===== src/rtl/alarm_pkg.sv =====
package alarm_pkg;
  localparam int NFIELD = 6;
  localparam int REG_W  = 8;
  localparam int VAL_W  = 7;
  typedef logic [REG_W-1:0] areg_t;
  typedef enum logic {MODE_LATCH = 1'b0, MODE_PULSE = 1'b1} alarm_mode_e;
endpackage


===== src/rtl/alarm_field_cmp.sv =====
module alarm_field_cmp #(
  parameter int REG_W = 8,
  parameter int VAL_W = 7
) (
  input  logic [REG_W-1:0] alarm_reg,
  input  logic [REG_W-1:0] cur_val,
  output logic             fld_en,
  output logic             fld_ok
);
  // enable sits in the top bit; value below it
  assign fld_en = alarm_reg[REG_W-1];
  assign fld_ok = !fld_en || (alarm_reg[VAL_W-1:0] == cur_val[VAL_W-1:0]);
endmodule


===== src/rtl/alarm_pulse_timer.sv =====
module alarm_pulse_timer #(
  parameter int PULSE_TICKS = 8192
) (
  input  logic clk,
  input  logic rst,
  input  logic load,
  input  logic step,
  output logic busy
);
  localparam int CW = $clog2(PULSE_TICKS + 1);
  logic [CW-1:0] cnt;

  always_ff @(posedge clk) begin
    if (rst) begin
      cnt <= '0;
    end else if (load) begin
      cnt <= CW'(PULSE_TICKS);
    end else if (step && cnt != '0) begin
      cnt <= cnt - 1'b1;
    end
  end

  assign busy = (cnt != '0);
endmodule


===== src/rtl/alarm_status_ctl.sv =====
module alarm_status_ctl (
  input  logic clk,
  input  logic rst,
  input  logic hit,
  input  logic clr_req,
  input  logic rd_busy,
  input  logic rd_done,
  input  logic auto_clr,
  output logic flag
);
  logic fired_in_read;

  always_ff @(posedge clk) begin
    if (rst) begin
      flag          <= 1'b0;
      fired_in_read <= 1'b0;
    end else begin
      if (hit) begin
        flag <= 1'b1;
      end else if (clr_req) begin
        flag <= 1'b0;
      end else if (rd_done && auto_clr && !fired_in_read) begin
        flag <= 1'b0;
      end

      if (rd_done) begin
        fired_in_read <= 1'b0;
      end else if (hit && rd_busy) begin
        fired_in_read <= 1'b1;
      end
    end
  end
endmodule


===== src/rtl/alarm_match_irq.sv =====
module alarm_match_irq
  import alarm_pkg::*;
#(
  parameter int PULSE_TICKS = 8192
) (
  input  logic       clk,
  input  logic       rst,
  input  logic       tick_1hz,
  input  logic       tick_32k,
  input  logic [7:0] cur_sec,
  input  logic [7:0] cur_min,
  input  logic [7:0] cur_hour,
  input  logic [7:0] cur_date,
  input  logic [7:0] cur_month,
  input  logic [7:0] cur_wday,
  input  logic [7:0] al_sec,
  input  logic [7:0] al_min,
  input  logic [7:0] al_hour,
  input  logic [7:0] al_date,
  input  logic [7:0] al_month,
  input  logic [7:0] al_wday,
  input  logic       alm_enable,
  input  logic       pulse_mode,
  input  logic [3:0] freq_sel,
  input  logic       clr_req,
  input  logic       rd_busy,
  input  logic       rd_done,
  input  logic       auto_clr,
  output logic       irq_n,
  output logic       alarm_flag
);
  areg_t cur_arr [NFIELD];
  areg_t al_arr  [NFIELD];
  logic [NFIELD-1:0] en_vec;
  logic [NFIELD-1:0] ok_vec;

  assign cur_arr[0] = cur_sec;   assign al_arr[0] = al_sec;
  assign cur_arr[1] = cur_min;   assign al_arr[1] = al_min;
  assign cur_arr[2] = cur_hour;  assign al_arr[2] = al_hour;
  assign cur_arr[3] = cur_date;  assign al_arr[3] = al_date;
  assign cur_arr[4] = cur_month; assign al_arr[4] = al_month;
  assign cur_arr[5] = cur_wday;  assign al_arr[5] = al_wday;

  for (genvar gi = 0; gi < NFIELD; gi++) begin : g_fld
    alarm_field_cmp #(.REG_W(REG_W), .VAL_W(VAL_W)) u_cmp (
      .alarm_reg (al_arr[gi]),
      .cur_val   (cur_arr[gi]),
      .fld_en    (en_vec[gi]),
      .fld_ok    (ok_vec[gi])
    );
  end

  logic alarm_live;
  logic hit;
  logic pulse_busy;
  alarm_mode_e mode;

  assign mode       = alarm_mode_e'(pulse_mode);
  assign alarm_live = alm_enable && (freq_sel == 4'd0);
  assign hit        = tick_1hz && alarm_live && (|en_vec) && (&ok_vec);

  alarm_status_ctl u_status (
    .clk      (clk),
    .rst      (rst),
    .hit      (hit),
    .clr_req  (clr_req),
    .rd_busy  (rd_busy),
    .rd_done  (rd_done),
    .auto_clr (auto_clr),
    .flag     (alarm_flag)
  );

  alarm_pulse_timer #(.PULSE_TICKS(PULSE_TICKS)) u_pulse (
    .clk  (clk),
    .rst  (rst),
    .load (hit && mode == MODE_PULSE),
    .step (tick_32k),
    .busy (pulse_busy)
  );

  always_ff @(posedge clk) begin
    if (rst) begin
      irq_n <= 1'b1;
    end else if (mode == MODE_PULSE) begin
      irq_n <= !pulse_busy;
    end else begin
      irq_n <= !alarm_flag;
    end
  end
endmodule


===== config.mk =====
export PLATFORM = sky130hd
export DESIGN_NAME = alarm_match_irq
export DESIGN_NICKNAME = d
export VERILOG_FILES = /design/src/rtl/alarm_pkg.sv /design/src/rtl/alarm_field_cmp.sv /design/src/rtl/alarm_pulse_timer.sv /design/src/rtl/alarm_status_ctl.sv /design/src/rtl/alarm_match_irq.sv
export SDC_FILE = /design/constraint.sdc
export NUM_CORES = 1
export LEC_CHECK = 0
export ABC_CLOCK_PERIOD_IN_PS = 5600
export CORE_MARGIN = 1.5
export CORE_UTILIZATION = 30
export CTS_BUF_LIST = sky130_fd_sc_hd__clkbuf_8
export CTS_CLUSTER_DIAMETER = 50
export DETAILED_ROUTE_END_ITERATION = 12
export DONT_BUFFER_PORTS = 1
export GPL_ROUTABILITY_DRIVEN = 0
export GPL_TIMING_DRIVEN = 0
export SYNTH_ARGS = -nofsm -noshare
export SYNTH_HDL_FRONTEND = slang
export SYNTH_SLANG_ARGS = --single-unit

===== constraint.sdc =====
create_clock -name clk -period 5.6 [get_ports clk]
set_input_delay 0.84 -clock clk [delete_from_list [all_inputs] [get_ports clk]]
set_output_delay 0.84 -clock clk [all_outputs]
set_load 0.005 [all_outputs]

==> results of run 1 <==
==> through the flow <==
step                util (%)  instance area, um2
floorplan                  -                1350
global placement        32.6                1410
detailed placement      32.6                1410
CTS                     33.8                1460
global route            33.8                1460
finish                  33.8                1460
==> flip-flops by register name, summed over array words and instances (netlist names) <==
signal,count
u_status.flag,1
u_pulse.cnt,14
u_status.fired_in_read,1
irq_n,1
==> layout by cell type, fill, tap and decap left out, types with 2 or more instances in the layout <==
master,netlist,layout
xnor2_1,31,31
xor2_1,20,20
dfxtp_1,17,17
nor3_1,12,12
nand4_1,9,9
nand2_1,7,7
a21oi_1,7,7
nor2_1,6,6
o41ai_1,6,6
inv_1,4,4
clkbuf_1,3,3
nor4_1,3,3
nor3_2,3,3
clkbuf_8,0,3
or3_4,2,2
nand3_1,2,2
nor3b_2,2,2
or3_2,2,2
o21ai_0,2,2
a211oi_1,2,2
or3_1,2,2
ha_1,2,2
==> logic make-up (layout without fill, tap and decap cells) <==
kind of cell / count (synthesis) / count (layout) / share of synthesized area (%)
simple gates: 58 / 58 / 27.9
buf+inv: 7 / 11 / 1.95
compound gates: 18 / 18 / 9.11
flops: 17 / 17 / 25.3
mux: 1 / 1 / 0.744
xor+xnor: 51 / 51 / 33.2
fa+ha+maj: 2 / 2 / 1.86
==> power by group <==
group	internal [mW]	switching [mW]
clock	0.0501	0.0448
sequential	0.166	0.0379
combinational	0.169	0.155
total	0.386	0.237
==> tightest hold or removal path: cells and delay by family, from the launching register on <==
| kind | cells | cell delay [ns] |
|---|---|---|
| flops | 1 | 0.31 |
| buf+inv | 1 | 0.06 |
| compound gates | 1 | 0.06 |
==> final timing paths <==
check	start	to
hold / removal	u_status.fired_in_read	u_status.fired_in_read
hold reg to reg	u_status.fired_in_read	u_status.fired_in_read
setup / recovery	cur_sec[3]	u_pulse.cnt[7]
setup reg to reg	u_pulse.cnt[2]	u_pulse.cnt[12]
==> routing by layer <==
metal | part of all wire (%) | up-vias
li1 | - | 561
met1 | 42 | 520
met2 | 49 | 59
met3 | 8.3 | 2
met4 | 0.65 | 0
met5 | 0 | -
==> layout make-up <==
cell class / instances / area (um2)
Clock inverter: 1 / 7.51
Buffer: 3 / 11.3
Sequential cell: 17 / 340
Tap cell: 52 / 65.1
Clock buffer: 3 / 41.3
Fill cell: 499 / 2860
Inverter: 4 / 15.0
Multi-Input combinational cell: 130 / 980
==> impl_metrics.py, run 1 <==
metrics = {
    "power": {
        "power_density_nw_per_um2": 427,
        "ir_drop_mv": 0.198,
        "power_uw": 623,
        "p_leak_nw": 0.452,
    },
    "logic_synthesis": {
        "synth_cell_types": 31,
        "synthTopCellsByCount": "xnor2_1, xor2_1, dfxtp_1, nor3_1, nand4_1",
        "synth_edf_count": 0,
        "synth_cells": 154,
        "seq_area_frac_synth_pct": 25.3,
        "ys_seq_elements": 17,
        "synth_top_area_share_pct": 25.3,
        "yosysWarnings": 0,
        "synth_ff_type": "dfxtp_1",
        "yosysTopAreaCell": "dfxtp_1",
        "syn_avg_cell_area_um2": 8.74,
        "synth_nets": 266,
        "ys_async_sr_fraction_pct": 0,
        "synth_area_leaders": "dfxtp_1, xnor2_1, xor2_1",
        "synth_area_um2": 1350,
        "synth.most_common_cell": "xnor2_1",
    },
    "place": {
        "place_inst": 206,
        "io_buffer_count": 0,
        "place_ws_ns": 2.71,
        "dpl.hpwl_um": 2840,
    },
    "grt": {
        "busiest_layer": "met2",
        "antenna_found_initial": 0,
        "grt_max_degree": 12,
        "met2_usage_pct": 22.4,
        "use_met3_pct": 4.18,
        "grt_util_met1_pct": 16.4,
        "track_usage_pct": 13.2,
        "first_global_vias": 1193,
        "gr-total-overflow": 0,
        "grt_first_pass_wirelength_um": 5240,
    },
    "timing": {
        "rsz0062_at_grt": "false",
        "post-route-period-util_pct": 45.2,
        "finClkSkew_ns": 0.00616,
        "drv_slew": 0,
        "setup-tns-final_ns": 0,
        "period_minus_slack_ns": 2.53,
        "max_freq_mhz": 395,
        "hold_violations": 0,
        "maxSlewHeadroom_pct": 57.8,
        "setup_violations": 0,
        "fin_hold_ws_ns": 0.462,
        "fin_ws_ns": 3.07,
        "worst_slew_pin_slew_ns": 0.625,
    },
    "status": {
        "status": "finished clean",
    },
    "clock_tree": {
        "cts_hold_buf": 0,
        "cts_buffers": 3,
        "post_cts_buffers": 0,
        "htree_num_levels": 1,
        "path_clk_slew_ns": 0.07,
        "ctsLongestPathBuffers": 2,
        "cts.sinks": 17,
        "cts_tree": "built",
        "cts_resized": 0,
        "insertion_delay_ns": 0.26,
        "cts-root-buf": "clkbuf_8",
    },
    "detailed_routing": {
        "drc_errors": 0,
        "routed_wl_um": 3210,
        "drtIter0Drc": 32,
        "antenna_left": 0,
        "dr.pass1.iters": 4,
        "via_per_inst": 5.44,
        "drt-wirelength-per-cell_um": 15.3,
        "routed-via-count": 1142,
    },
    "worst_setup_path": {
        "cp_num_cells": 7,
        "max_stage_delay_ns": 0.53,
        "cp.arrival_ns": 2.65,
        "required_ns": 5.72,
        "slowest_stage": "o41ai_1",
        "startpoint_type": "input pin",
        "r2r_cells": 6,
        "crit_path_end_kind": "flop",
        "crit_chain": "xnor2_1 -> nand4_1 -> o41ai_1 -> nand4_1 -> nor2_1 -> clkbuf_1 -> nor3_1",
        "crit_top_cell": "nand4_1",
        "cpLargestDelayFamily": "simple AND/OR/NAND/NOR gates",
        "r2r_slack_ns": 3.56,
        "critPathKind": "input pin to flop",
        "critPathMaxFanout": 10,
        "worst-path-buf-inv": 1,
    },
    "flow_run": {
        "max-cap-violations": 0,
    },
    "floorplan": {
        "start_util_pct": 31.1,
        "dieArea_um2": 4900,
        "die-width_um": 70.0,
        "rows": 24,
        "fp.dieH_um": 70.0,
        "coreArea_um2": 4320,
        "pin_count": 112,
    },
    "cells_and_area": {
        "syn2layout_area_growth_pct": 8.46,
        "nNetsFinal": 271,
        "drive_gt1_share_pct": 11.4,
        "fin_cells": 210,
        "diodes": 0,
    },
    "min_path": {
        "hp-class": "flop to flop",
        "hold-path-cell-count": 2,
    },
}
Power figures use the tool's default switching activity.
==> run 2, diff against run 1 <==
- ABC_CLOCK_PERIOD_IN_PS: 5600 -> 2100
- clock period: 5.6 -> 2.1 ns (I/O delays scaled with it)
==> run 2 against run 1 <==
  * Total power rose to 2.8 times the previous value
  * Non-clock buffer count unchanged
  * Cell count did not move
  * Hold slack got worse by 0.34 ns
  * Register-to-register slack got worse by 3.5 ns
  * Utilization grew 0.75 points
  * Design area is 2.2% higher
  * Via count down 0.26%
  * Largest cell class unchanged
==> impl_metrics.py, run 2 (synthesis results as in run 1) <==
metrics = {
    "clock_tree": {
        "cts-root-buf": "clkbuf_8",
        "cts_buffers": 3,
        "path_clk_slew_ns": 0.07,
        "insertion_delay_ns": 0.25,
        "cts_hold_buf": 0,
        "cts_tree": "built",
        "cts.sinks": 17,
        "post_cts_buffers": 0,
        "htree_num_levels": 1,
        "ctsLongestPathBuffers": 2,
    },
    "worst_setup_path": {
        "r2r_slack_ns": 0.07,
        "critPathMaxFanout": 6,
        "max_stage_delay_ns": 0.42,
        "crit_top_cell": "or3_4",
        "slowest_stage": "or3b_4",
        "critPathKind": "flop to flop",
        "cp.arrival_ns": 2.17,
        "crit_path_end_kind": "flop",
        "crit_chain": "or3_4 -> or3_4 -> or3b_4 -> nor3b_2 -> xnor2_1 -> nor3_2",
        "required_ns": 2.24,
        "startpoint_type": "flop",
    },
    "cells_and_area": {
        "syn2layout_area_growth_pct": 10.9,
        "nNetsFinal": 271,
        "fin_cells": 210,
        "diodes": 0,
        "drive_gt1_share_pct": 13.9,
        "final_common_cell": "xnor2_1",
        "largest-register": "u_pulse.cnt",
        "layout_common_cells": "xnor2_1, xor2_1, dfxtp_1",
        "largest_register_ffs": 14,
        "stdcell_area_um2": 1490,
        "final_core_util_pct": 34.5,
    },
    "flow_run": {
        "max-cap-violations": 0,
    },
    "floorplan": {
        "die-width_um": 70.0,
        "pin_count": 112,
        "start_util_pct": 31.1,
        "coreArea_um2": 4320,
        "fp.dieH_um": 70.0,
        "rows": 24,
        "dieArea_um2": 4900,
    },
    "place": {
        "place_ws_ns": -0.267,
        "io_buffer_count": 0,
        "place_area_um2": 1410,
        "place_inst": 206,
        "dpl.hpwl_um": 2840,
    },
    "timing": {
        "maxSlewHeadroom_pct": 62.4,
        "hold_violations": 0,
        "max_freq_mhz": 492,
        "drv_slew": 0,
        "period_minus_slack_ns": 2.03,
        "setup-tns-final_ns": 0,
        "rsz0062_at_grt": "true",
        "fin_ws_ns": 0.0674,
        "worst_slew_pin_slew_ns": 0.559,
        "finClkSkew_ns": 0.00631,
        "post-route-period-util_pct": 96.8,
        "setup_violations": 0,
        "fin_hold_ws_ns": 0.121,
    },
    "min_path": {
        "hp-class": "input pin to flop",
    },
    "detailed_routing": {
        "via_per_inst": 5.42,
        "antenna_left": 0,
        "drtIter0Drc": 34,
        "drt-wirelength-per-cell_um": 15.3,
        "dr.pass1.iters": 4,
        "routed-via-count": 1139,
        "routed_wl_um": 3200,
        "drc_errors": 0,
    },
    "grt": {
        "grt_first_pass_wirelength_um": 5240,
        "track_usage_pct": 13.2,
        "first_global_vias": 1193,
        "antenna_found_initial": 0,
        "gr-total-overflow": 0,
        "grt_max_degree": 12,
    },
    "power": {
        "p_leak_nw": 0.466,
        "power_density_nw_per_um2": 1150,
        "ir_drop_mv": 0.542,
        "power_mw": 1.71,
    },
    "status": {
        "status": "finished clean",
    },
}
run 2: cell count changes in the layout (fill, tap and decap cells not counted):
cell / change
clkbuf_2: +1
dfxtp_1: -1
nor3b_4: +1
nor4_4: +1
o41ai_2: +2
dfxtp_2: +1
o41ai_1: -2
nor3b_2: -1
nor4_2: -1
clkbuf_1: -1
run 2: layout make-up:
class / instances / area, um2
buffer: 3 / 12.5
clock buffer: 3 / 41.3
clock inverter: 1 / 7.51
fill: 494 / 2830
inverter: 4 / 15.0
multi-input combinational: 130 / 1010
sequential: 17 / 342
tap: 52 / 65.1
run 2: repair_timing:
| item | 4_1_cts | 5_1_grt |
|---|---|---|
| gates resized for setup | 1 | 5 |
| pin swaps | 0 | 2 |
| endpoints found under the hold margin | 0 | 0 |
| cloned | 0 | 0 |
| endpoints found under the setup margin | 1 | 12 |
run 2: metal layers:
metal	vias up	track usage, %	part of all wire, %
met3	2	4.18	8.1
met2	59	22.4	49
met5	-	0	0
met1	516	16.4	42
li1	562	-	-
met4	0	2.99	0.66
run 2: worst max-delay path, delay by kind of cell, from the launching register on:
family                    cells  cell delay, ns
xor gates and xnor gates      1            0.16
DFF                           1            0.34
and+or+nand+nor               5            1.41
run 2: worst paths after layout:
| check | startpoint | endpoint | cells past startpoint |
|---|---|---|---|
| worst max register to register | u_pulse.cnt[2] | u_pulse.cnt[12] | 6 |
| worst min-delay path | rd_done | u_status.fired_in_read | 1 |
| worst min register to register | u_status.fired_in_read | u_status.fired_in_read | 2 |
| worst max-delay path | u_pulse.cnt[2] | u_pulse.cnt[12] | 6 |
run 2: where the power goes:
part	switching [mW]	internal [mW]	leakage [nW]
Sequential	0.110	0.445	0.139
Combinational	0.431	0.476	0.304
Clock	0.119	0.134	0.0217
